--- config.mk ---
export PLATFORM = sky130hd
export DESIGN_NAME = elc_lookup_ctrl
export DESIGN_NICKNAME = d
export VERILOG_FILES = /design/src/rtl/elc_pkg.sv /design/src/rtl/elc_msg_cache.sv /design/src/rtl/elc_map_reader.sv /design/src/rtl/elc_lookup_ctrl.sv
export SDC_FILE = /design/constraint.sdc
export NUM_CORES = 1
export LEC_CHECK = 0
export BUFFER_PORTS_ARGS = -buffer_cell sky130_fd_sc_hd__clkbuf_2
export CAP_MARGIN = 20
export CORE_UTILIZATION = 50
export DETAILED_ROUTE_END_ITERATION = 10
export PLACE_DENSITY = 0.67
export SETUP_SLACK_MARGIN = 0.4
export SLEW_MARGIN = 20
export SYNTH_ARGS = -nofsm -noshare
export SYNTH_HDL_FRONTEND = slang
export SYNTH_SLANG_ARGS = --single-unit
--- constraint.sdc ---
create_clock -name clk -period 3.7 [get_ports clk]
set_clock_uncertainty 0.1 [all_clocks]
set_input_delay 0.185 -clock clk [delete_from_list [all_inputs] [get_ports clk]]
set_output_delay 0.185 -clock clk [all_outputs]
set_load 0.05 [all_outputs]
--- src/rtl/elc_pkg.sv ---
package elc_pkg;

    // Read master sequencing: idle, request held against wait, response pending
    typedef enum logic [1:0] {
        RD_IDLE = 2'd0,
        RD_REQ  = 2'd1,
        RD_RESP = 2'd2
    } rd_state_e;

endpackage

--- src/rtl/elc_msg_cache.sv ---
module elc_msg_cache #(
    parameter int KEY_W = 120,
    parameter int DEPTH = 4
) (
    input  logic             clk,
    input  logic             rst,
    input  logic [KEY_W-1:0] probe,
    input  logic             store,
    output logic             hit
);
    localparam int PTR_W = (DEPTH > 1) ? $clog2(DEPTH) : 1;

    typedef struct packed {
        logic [DEPTH-1:0][KEY_W-1:0] entry;
        logic [DEPTH-1:0]            used;
        logic [PTR_W-1:0]            ptr;
    } cache_t;

    cache_t c_d, c_q;
    logic [DEPTH-1:0] match;

    generate
        for (genvar g = 0; g < DEPTH; g++) begin : g_cmp
            assign match[g] = c_q.used[g] && (c_q.entry[g] == probe);
        end
    endgenerate

    assign hit = |match;

    always_comb begin
        c_d = c_q;
        if (store) begin
            c_d.entry[c_q.ptr] = probe;
            c_d.used[c_q.ptr]  = 1'b1;
            c_d.ptr = (c_q.ptr == PTR_W'(DEPTH - 1)) ? '0 : c_q.ptr + 1'b1;
        end
    end

    always_ff @(posedge clk) begin
        if (rst) c_q <= '0;
        else     c_q <= c_d;
    end

    // a stored slot is marked as holding a message afterwards
    a_r4_slot_filled: assert property (@(posedge clk) disable iff (rst)
        store |=> (|c_q.used));

    // the fill pointer moves only when a message is written
    a_r4_ptr_hold: assert property (@(posedge clk) disable iff (rst)
        !store |=> $stable(c_q.ptr));

endmodule

--- src/rtl/elc_map_reader.sv ---
module elc_map_reader
    import elc_pkg::*;
#(
    parameter int              ADDR_W     = 32,
    parameter int              FRAME_W    = 16,
    parameter int              MAX_REGION = 15,
    parameter int              REGION_W   = 4,
    parameter logic [ADDR_W-1:0] MAP_BASE = 'h0001_0000
) (
    input  logic                clk,
    input  logic                rst,
    input  logic                start,
    input  logic [FRAME_W-1:0]  frame,
    output logic [ADDR_W-1:0]   rd_addr,
    output logic                rd_req,
    output logic [3:0]          rd_bytesel,
    input  logic                rd_wait,
    input  logic [31:0]         rd_data,
    input  logic                rd_datavalid,
    output logic                done,
    output logic [REGION_W-1:0] region,
    output logic                busy
);
    localparam int          LANES     = (REGION_W + 7) / 8;
    localparam logic [31:0] LANE_MASK = 32'((64'd1 << (8 * LANES)) - 64'd1);
    localparam logic [3:0]  SEL       = 4'((1 << LANES) - 1);

    typedef struct packed {
        rd_state_e         state;
        logic [ADDR_W-1:0] addr;
    } rd_t;

    rd_t r_d, r_q;
    logic [31:0] kept;

    always_comb begin
        r_d = r_q;
        unique case (r_q.state)
            RD_IDLE: begin
                if (start) begin
                    r_d.state = RD_REQ;
                    r_d.addr  = MAP_BASE + (ADDR_W'(frame) << 2);
                end
            end
            RD_REQ: begin
                if (!rd_wait) r_d.state = RD_RESP;
            end
            RD_RESP: begin
                if (rd_datavalid) r_d.state = RD_IDLE;
            end
            default: r_d.state = RD_IDLE;
        endcase
    end

    always_ff @(posedge clk) begin
        if (rst) r_q <= '{state: RD_IDLE, addr: '0};
        else     r_q <= r_d;
    end

    assign rd_req     = (r_q.state == RD_REQ);
    assign rd_addr    = r_q.addr;
    assign rd_bytesel = rd_req ? SEL : 4'b0000;
    assign busy       = (r_q.state != RD_IDLE);
    assign done       = (r_q.state == RD_RESP) && rd_datavalid;
    assign kept       = rd_data & LANE_MASK;
    assign region     = (kept > 32'(MAX_REGION)) ? REGION_W'(MAX_REGION)
                                                 : kept[REGION_W-1:0];

    // a stalled request stays presented with an unchanged address
    a_r6_hold_on_wait: assert property (@(posedge clk) disable iff (rst)
        (rd_req && rd_wait) |=> (rd_req && $stable(rd_addr)));

    // the byte select names the low lane while a request is out
    a_r6_bytesel: assert property (@(posedge clk) disable iff (rst)
        rd_req |-> (rd_bytesel == 4'b0001));

    // a finished response leaves the reader idle
    a_r8_done_idle: assert property (@(posedge clk) disable iff (rst)
        done |=> !busy);

    // no new request starts without a start pulse
    a_r8_start_only: assert property (@(posedge clk) disable iff (rst)
        (!busy && !start) |=> !busy);

endmodule

--- src/rtl/elc_lookup_ctrl.sv ---
module elc_lookup_ctrl
    import elc_pkg::*;
#(
    parameter int                IN_W       = 120,
    parameter int                PAY_W      = 78,
    parameter int                FRAME_LSB  = 8,
    parameter int                FRAME_W    = 16,
    parameter int                CACHE_N    = 4,
    parameter int                MAX_REGION = 15,
    parameter int                ADDR_W     = 32,
    parameter logic [ADDR_W-1:0] MAP_BASE   = 'h0001_0000,
    localparam int               REGION_W   = (MAX_REGION > 0) ? $clog2(MAX_REGION + 1) : 1
) (
    input  logic                clk,
    input  logic                rst,
    input  logic                cache_bypass,
    input  logic [IN_W-1:0]     msg_data,
    input  logic                msg_valid,
    input  logic                msg_error,
    output logic                err_noncrit,
    output logic                err_crit,
    output logic [REGION_W-1:0] region_id,
    input  logic                result_clear,
    output logic                busy,
    output logic [ADDR_W-1:0]   rd_addr,
    output logic                rd_req,
    output logic [3:0]          rd_bytesel,
    input  logic                rd_wait,
    input  logic [31:0]         rd_data,
    input  logic                rd_datavalid
);
    localparam logic [IN_W-1:0] PAY_MASK = {{(IN_W - PAY_W){1'b0}}, {PAY_W{1'b1}}};

    typedef struct packed {
        logic                crit;
        logic                noncrit;
        logic [REGION_W-1:0] region;
    } res_t;

    res_t res_d, res_q;

    logic [IN_W-1:0]     key;
    logic                cache_hit;
    logic                beat_ok;
    logic                start;
    logic                overrun;
    logic                done;
    logic [REGION_W-1:0] looked_region;

    assign key     = msg_data & PAY_MASK;
    assign beat_ok = msg_valid && !msg_error;
    assign start   = beat_ok && !busy && (cache_bypass || !cache_hit);
    assign overrun = beat_ok && busy;

    elc_msg_cache #(
        .KEY_W (IN_W),
        .DEPTH (CACHE_N)
    ) u_cache (
        .clk   (clk),
        .rst   (rst),
        .probe (key),
        .store (start),
        .hit   (cache_hit)
    );

    elc_map_reader #(
        .ADDR_W     (ADDR_W),
        .FRAME_W    (FRAME_W),
        .MAX_REGION (MAX_REGION),
        .REGION_W   (REGION_W),
        .MAP_BASE   (MAP_BASE)
    ) u_reader (
        .clk          (clk),
        .rst          (rst),
        .start        (start),
        .frame        (key[FRAME_LSB +: FRAME_W]),
        .rd_addr      (rd_addr),
        .rd_req       (rd_req),
        .rd_bytesel   (rd_bytesel),
        .rd_wait      (rd_wait),
        .rd_data      (rd_data),
        .rd_datavalid (rd_datavalid),
        .done         (done),
        .region       (looked_region),
        .busy         (busy)
    );

    // Clear first, then new events, so a same-cycle result survives the clear
    always_comb begin
        res_d = res_q;
        if (result_clear) res_d = '0;
        if (overrun) res_d.crit = 1'b1;
        if (done) begin
            if (looked_region != '0) begin
                res_d.crit   = 1'b1;
                res_d.region = looked_region;
            end else begin
                res_d.noncrit = 1'b1;
            end
        end
    end

    always_ff @(posedge clk) begin
        if (rst) res_q <= '0;
        else     res_q <= res_d;
    end

    assign err_crit    = res_q.crit;
    assign err_noncrit = res_q.noncrit;
    assign region_id   = res_q.region;

    // a message during a lookup raises the critical flag
    a_r3_overrun_crit: assert property (@(posedge clk) disable iff (rst)
        (busy && msg_valid && !msg_error) |=> err_crit);

    // a corrupt beat on an idle block starts nothing
    a_r2_error_dropped: assert property (@(posedge clk) disable iff (rst)
        (!busy && msg_valid && msg_error) |=> !busy);

    // busy falls only together with a registered result
    a_r8_busy_fall: assert property (@(posedge clk) disable iff (rst)
        $fell(busy) |-> (err_crit || err_noncrit));

    // a clear on an idle block empties the result
    a_r9_clear: assert property (@(posedge clk) disable iff (rst)
        (result_clear && !busy) |=> (!err_crit && !err_noncrit && region_id == '0));

    // results hold while idle without a clear
    a_r10_stable: assert property (@(posedge clk) disable iff (rst)
        (!busy && !result_clear) |=>
            ($stable(err_crit) && $stable(err_noncrit) && $stable(region_id)));

    // a region id is only ever reported alongside the critical flag
    a_r7_region_crit: assert property (@(posedge clk) disable iff (rst)
        (region_id != '0) |-> err_crit);

endmodule

==> results.sh, run 1 <==
export IMPL_fin_crit_sh_pct=89.44
export IMPL_yosys_area_share_simple_pct=21.18
export IMPL_die_y_um=190.3
export IMPL_ir_drop_v=0.0003389
export IMPL_cp_arrival_ns=3.67
export IMPL_core_area_um2=34710
export IMPL_boundaryPins=204
export IMPL_power_mw=8.987
export IMPL_grt_pass1_wl_mm=84.79
export IMPL_numCtsBuffers=39
export IMPL_ys_warnings_count=0
export IMPL_synthCells=1829
export IMPL_status="completed"
export IMPL_ff_latch_area_um2=6867
export IMPL_synth_compound_area_share_pct=4.445
export IMPL_areaGrowthSynthToFinish_pct=15.02
export IMPL_rows=68
export IMPL_via_per_inst=5.540
export IMPL_maxCapViolations=0
export IMPL_routabilityCongestion=0.9947
export IMPL_grt_max_degree=144
export IMPL_worst_slew_margin_rel_pct=36.95
export IMPL_dr_pass1_iters=7
export IMPL_final_max_slew_violation_count=0
export IMPL_setup_viol=0
export IMPL_synth_area_per_cell_um2=9.695
export IMPL_final_hold_viol_count=0
export IMPL_synth_fa_ha_area_share_pct=0.3528
export IMPL_hold_path_endpoint="u_reader.r_q[33]"
export IMPL_crit_path_end_kind="register"
export IMPL_drc=0
export IMPL_critical_path_required_ns=4.06
export IMPL_synth_mux_area_share_pct=18.40
export IMPL_worstMarginPinSlew_ns=0.9426
export IMPL_grt_pass1_vias=13110
export IMPL_powerDensity_nw_per_um2=440.6
export IMPL_worstSetupStartpointType="input pin"
export IMPL_hpwl_mm=43.93
export IMPL_htreeDepth=2
export IMPL_path_clk_slew_ns=0.06
export IMPL_layout_drive_gt1_share_pct=12.65
export IMPL_r2r_cells=9
export IMPL_r2r_end="u_cache.c_q[11]"
export IMPL_fin_nets=2078
export IMPL_dieArea_um2=36220
export IMPL_clock_latency_ns=0.53
export IMPL_finalSetupTns_ns=0
export IMPL_async_flop_share_pct=0
export IMPL_r2r_start="u_cache.c_q[281]"
export IMPL_drtIter0Drc=983
export IMPL_port_buffers=119
export IMPL_hold_ws_ns=0.01460
export IMPL_crit_type="in2reg"
export IMPL_min_from="rst"
export IMPL_drtAntennaViolNets=0
export IMPL_synth_cell_types=45
export IMPL_clockBufferDepth=3
export IMPL_ys_seq_elements=343
export IMPL_gr_usage_all_layers_pct=32.11
export IMPL_min_path_cells=2
export IMPL_cp_max_fo=19
export IMPL_rsz0062_at_grt="false"
export IMPL_layout_common_cells="nand2b_1, dfxtp_1, mux2i_1"
export IMPL_hp_class="in2reg"
export IMPL_multi_input_comb_area_um2=9921
export IMPL_cts_tree="built"
export IMPL_leakage_nw=9.181
export IMPL_wirelength_mm=58.18
export IMPL_clock_sinks=343
export IMPL_routedWlPerCell_um=24.32
export IMPL_max_freq_mhz=302.2
export IMPL_cts_root_buffer="clkbuf_16"
export IMPL_grt_antenna_before_repair=1
export IMPL_n_fill_cell=3040
export IMPL_overflow=0
export IMPL_layout_commonest_cell="nand2b_1"
export IMPL_syn_area_um2=17730
export IMPL_synthFlopType="dfxtp_1"
export IMPL_synthXorXnorAreaFrac_pct=10.52
export IMPL_seq_area_frac_synth_pct=38.72
export IMPL_fp_dieW_um=190.3
export IMPL_start_util_pct=51.08
export IMPL_synth_top_family_by_area="simple AND/OR/NAND/NOR gates"
export IMPL_synth_edf_count=0
export IMPL_rrSetupSlack_ns=0.47
export IMPL_vias=13250
export IMPL_fin_crit_ns=3.309
==> how the worst max path moves through the flow <==
| stage | startpoint | slack, ns | end | cells after the start |
|---|---|---|---|---|
| final | msg_data[35] | 0.39 | u_cache.c_q[11] | 11 |
| after global routing | u_cache.c_q[383] | 0.41 | u_cache.c_q[67] | 9 |
| after detailed placement | msg_data[0] | 0.39 | u_cache.c_q[128] | 11 |
| after CTS | msg_data[65] | 0.45 | u_cache.c_q[202] | 13 |
| after floorplan | msg_data[55] | 1.09 | u_cache.c_q[428] | 12 |
| after global placement | msg_data[18] | 0.41 | u_cache.c_q[166] | 10 |
==> critical path: stages <==
cell and delay [ns]:
dlygate4sd3_1 0.54, clkbuf_2 0.17, xnor2_1 0.23, nand4_1 0.35, nor4_1 0.53, nand4_1 0.18
nor4_2 0.43, o41ai_4 0.25, nand3_4 0.30, buf_12 0.24, mux2i_1 0.21
==> metrics by stage <==
step | instance area [um^2] | std cells | setup slack (ns) | util [%]
floorplan | 17800 | 1846 | 1.085 | -
finish | 20400 | 2392 | 0.3906 | 58.76
global route | 20400 | 2392 | 0.4081 | 58.76
detailed placement | 18750 | 2303 | 0.3939 | 54.03
CTS | 20330 | 2391 | 0.4535 | 58.55
global placement | 18750 | 2303 | 0.4098 | 54.03
==> kinds of logic after synthesis <==
kind of cell,count (synthesis)
other,1
buffers and inverters,234
muxes,326
DFF,343
xor gates and xnor gates,213
adders and majority gates,5
AOI/OAI and AO/OA,101
and+or+nand+nor,606
==> synthesized netlist by cell type, drive strengths merged, types with 4 or more instances <==
| cell type | n | area [um^2] |
|---|---|---|
| o2bb2ai | 11 | 96.34 |
| o21ai | 9 | 45.04 |
| a22o | 9 | 78.83 |
| a22oi | 5 | 37.54 |
| nand2b | 445 | 2784 |
| nor2 | 6 | 22.52 |
| clkbuf | 95 | 356.6 |
| nor4 | 54 | 337.8 |
| buf | 74 | 526.8 |
| xor2 | 147 | 1287 |
| o221ai | 4 | 35.03 |
| a2111o | 8 | 90.09 |
| a21oi | 9 | 45.04 |
| a2111oi | 4 | 35.03 |
| nand2 | 9 | 33.78 |
| o2111ai | 12 | 105.1 |
| ha | 5 | 62.56 |
| nor2b | 33 | 206.5 |
| o22ai | 20 | 125.1 |
| nor3 | 8 | 40.04 |
| inv | 65 | 244.0 |
| nand4 | 29 | 181.4 |
| mux2i | 326 | 3263 |
| nand3 | 8 | 45.04 |
| xnor2 | 66 | 578.1 |
| dfxtp | 343 | 6867 |
==> area by class of cell <==
class | count | area share, %
antenna | 1 | 0.01227
clock buffer | 56 | 5.699
clock inverter | 8 | 0.8282
inverter | 65 | 1.196
multi-input combinational | 1269 | 48.64
sequential | 343 | 33.67
tap | 455 | 2.791
timing repair buffer | 195 | 7.165
==> state kept, by name, summed over array words and instances, names as in the netlist <==
signal,cells
region_id,4
u_cache.c_q,318
u_reader.rd_addr,17
u_reader.r_q,2
err_crit,1
err_noncrit,1
==> where the power goes <==
group	internal, mW	total, mW	switching [mW]
sequential	3.78	3.84	0.0599
combinational	0.390	1.05	0.662
clock	2.52	4.10	1.58
total	6.68	8.99	2.30
==> layer usage <==
layer | share of wire (%) | GRT usage (%)
met1 | 45 | 43.85
met2 | 46 | 51.80
met3 | 5.2 | 4.288
met4 | 3.2 | 11.23
met5 | 0 | 0
==> timing repair <==
action / in CTS / in global routing
gates resized for setup: 0 / 11
hold buffers: 24 / 0
buffers inserted: 0 / 0
endpoints found under the setup margin: 0 / 182
endpoints found under the hold margin: 59 / 0
(Power assumes the default switching activity.)
==> run 2: changes to the inputs <==
--- a/config.mk
+++ b/config.mk
@@ -7,9 +7,9 @@
 export LEC_CHECK = 0
 export BUFFER_PORTS_ARGS = -buffer_cell sky130_fd_sc_hd__clkbuf_2
 export CAP_MARGIN = 20
-export CORE_UTILIZATION = 50
+export CORE_UTILIZATION = 59
 export DETAILED_ROUTE_END_ITERATION = 10
-export PLACE_DENSITY = 0.67
+export PLACE_DENSITY = 0.77
 export SETUP_SLACK_MARGIN = 0.4
 export SLEW_MARGIN = 20
 export SYNTH_ARGS = -nofsm -noshare
==> results.sh, run 2 (same netlist as run 1, synthesis figures left out) <==
export IMPL_status="completed"
export IMPL_setup_viol=0
export IMPL_finalSetupTns_ns=0
export IMPL_crit_type="reg2reg"
export IMPL_routedWlPerCell_um=23.79
export IMPL_crit_path_end_kind="register"
export IMPL_dieArea_um2=30750
export IMPL_numCtsBuffers=38
export IMPL_path_cells="xor2_1, nor4_1, nand4_1, or3_1, nor3_2, buf_4, o41ai_4, buf_4, nand3_4, buf_12, buf_12, mux2i_1"
export IMPL_overflow=0
export IMPL_largest_register_ffs=318
export IMPL_critPathBufInv=4
export IMPL_cp_max_fo=14
export IMPL_worst_slew_margin_rel_pct=43.73
export IMPL_clock_latency_ns=0.54
export IMPL_final_max_slew_violation_count=0
export IMPL_grt_max_degree=168
export IMPL_rows=63
export IMPL_via_per_inst=5.836
export IMPL_rsz0062_at_grt="false"
export IMPL_vias=13770
export IMPL_cts_tree="built"
export IMPL_powerDensity_nw_per_um2=418.9
export IMPL_cpPeakStageDelay_ns=0.52
export IMPL_cp_slowest_cell="nor4_1"
export IMPL_gr_usage_all_layers_pct=35.78
export IMPL_fin_crit_ns=3.261
export IMPL_die_y_um=175.4
export IMPL_worstMarginPinSlew_ns=0.8440
export IMPL_n_fill_cell=2349
export IMPL_hp_class="in2reg"
export IMPL_ir_drop_v=0.0003363
export IMPL_post_dp_cell_area_um2=18860
export IMPL_layout_drive_gt1_share_pct=13.57
export IMPL_core_area_um2=29640
export IMPL_fin_crit_sh_pct=88.15
export IMPL_hpwl_mm=41.43
export IMPL_p_int_mw=6.330
export IMPL_htreeDepth=2
export IMPL_grt_pass1_wl_mm=81.55
export IMPL_path_clk_slew_ns=0.06
export IMPL_fin_nets=2108
export IMPL_drtAntennaViolNets=0
export IMPL_max_freq_mhz=306.6
export IMPL_r2r_end="u_cache.c_q[295]"
export IMPL_layout_commonest_cell="nand2b_1"
export IMPL_regMostFlops="u_cache.c_q"
export IMPL_grt_antenna_before_repair=2
export IMPL_routabilityCongestion=1.024
export IMPL_power_mw=8.596
export IMPL_clock_sinks=343
export IMPL_wirelength_mm=56.14
export IMPL_p_sw_mw=2.266
export IMPL_areaGrowthSynthToFinish_pct=15.73
export IMPL_drtIter0Drc=1278
export IMPL_boundaryPins=204
export IMPL_final_hold_viol_count=0
export IMPL_hold_ws_ns=0.003214
export IMPL_min_from="msg_data[36]"
export IMPL_fp_dieW_um=175.4
export IMPL_layout_common_cells="nand2b_1, dfxtp_1, mux2i_1"
export IMPL_grt_pass1_vias=13490
export IMPL_r2r_start="u_cache.c_q[370]"
export IMPL_worstSetupStartpointType="register"
export IMPL_start_util_pct=59.83
export IMPL_r2r_cells=12
export IMPL_p_sw_share_pct=26.36
export IMPL_critPathTopFamily="simple AND/OR/NAND/NOR gates"
export IMPL_pwr_share_clk_pct=42.9
export IMPL_seqPwrFrac_pct=44.6
export IMPL_design_area_um2=20520
export IMPL_cts_root_buffer="clkbuf_16"
export IMPL_critical_path_required_ns=4.05
export IMPL_min_path_cells=3
export IMPL_clockBufferDepth=3
export IMPL_hold_path_endpoint="u_cache.c_q[402]"
export IMPL_pwr_share_comb_pct=12.5
export IMPL_drc=0
export IMPL_dr_pass1_iters=5
export IMPL_port_buffers=119
export IMPL_leakage_nw=9.327
export IMPL_cp_arrival_ns=3.61
export IMPL_maxCapViolations=0
export IMPL_rrSetupSlack_ns=0.44
==> run 2: what timing repair did <==
item | in CTS | in global routing
hold endpoints to repair | 56 | 0
endpoints found under the setup margin | 0 | 278
gates resized for setup | 0 | 9
hold buffers | 29 | 0
setup buffers | 0 | 3
==> run 2: metrics by stage <==
stage | utilization (%) | worst slack (ns) | std cells
finish | 69.24 | 0.4385 | 2360
global route | 69.22 | 0.4117 | 2358
CTS | 68.62 | 0.4136 | 2352
detailed placement | 63.63 | 0.3431 | 2258
global placement | 63.63 | 0.4550 | 2258
floorplan | - | 1.085 | 1846
==> run 2: area by class of cell <==
class / instances / area (um^2) / area share [%]
repair buffers: 226 / 1821 / 8.871
clock inverters: 12 / 131.4 / 0.6402
well taps: 390 / 488.0 / 2.378
flip-flops and latches: 343 / 6867 / 33.46
inverters: 65 / 244.0 / 1.189
multi-input cells: 1269 / 9908 / 48.28
clock buffers: 53 / 1057 / 5.152
diodes: 2 / 5.005 / 0.02439
==> run 2: worst register-to-register path: stages, from the launching register on <==
cell     delay [ns]
dfxtp_1        0.32
xor2_1         0.19
nor4_1         0.52
nand4_1        0.27
or3_1          0.39
nor3_2         0.22
buf_4          0.16
o41ai_4        0.11
buf_4          0.20
nand3_4        0.13
buf_12         0.15
buf_12         0.18
mux2i_1        0.24
==> run 2: power by group through the flow <==
stage / logic (mW) / clock network (mW) / registers [mW]
detailed placement: 1.02 / 0 / 3.92
finish: 1.07 / 3.69 / 3.84
CTS: 1.04 / 3.71 / 3.84
floorplan: 0.666 / 0 / 3.90
global placement: 1.01 / 0 / 3.91
global route: 1.12 / 3.85 / 3.84
==> run 2: worst max-delay path by stage <==
stage	start	endpoint	slack, ns	depth (start not counted)
4_1_cts	u_cache.c_q[370]	u_cache.c_q[192]	0.41	11
3_3_place_gp	msg_data[4]	u_cache.c_q[178]	0.46	12
6_report	u_cache.c_q[370]	u_cache.c_q[295]	0.44	12
3_5_place_dp	msg_data[4]	u_cache.c_q[255]	0.34	12
5_1_grt	u_cache.c_q[147]	u_cache.c_q[192]	0.41	11
2_1_floorplan	msg_data[55]	u_cache.c_q[428]	1.09	12
==> run 2: per-layer routing <==
metal | GRT usage (%) | part of all wire [%] | routed length, um
met1 | 46.15 | 42 | 23370
met2 | 56.50 | 45 | 25110
met3 | 8.052 | 8.5 | 4758
met4 | 17.36 | 5.2 | 2902
met5 | 0 | 0 | 0
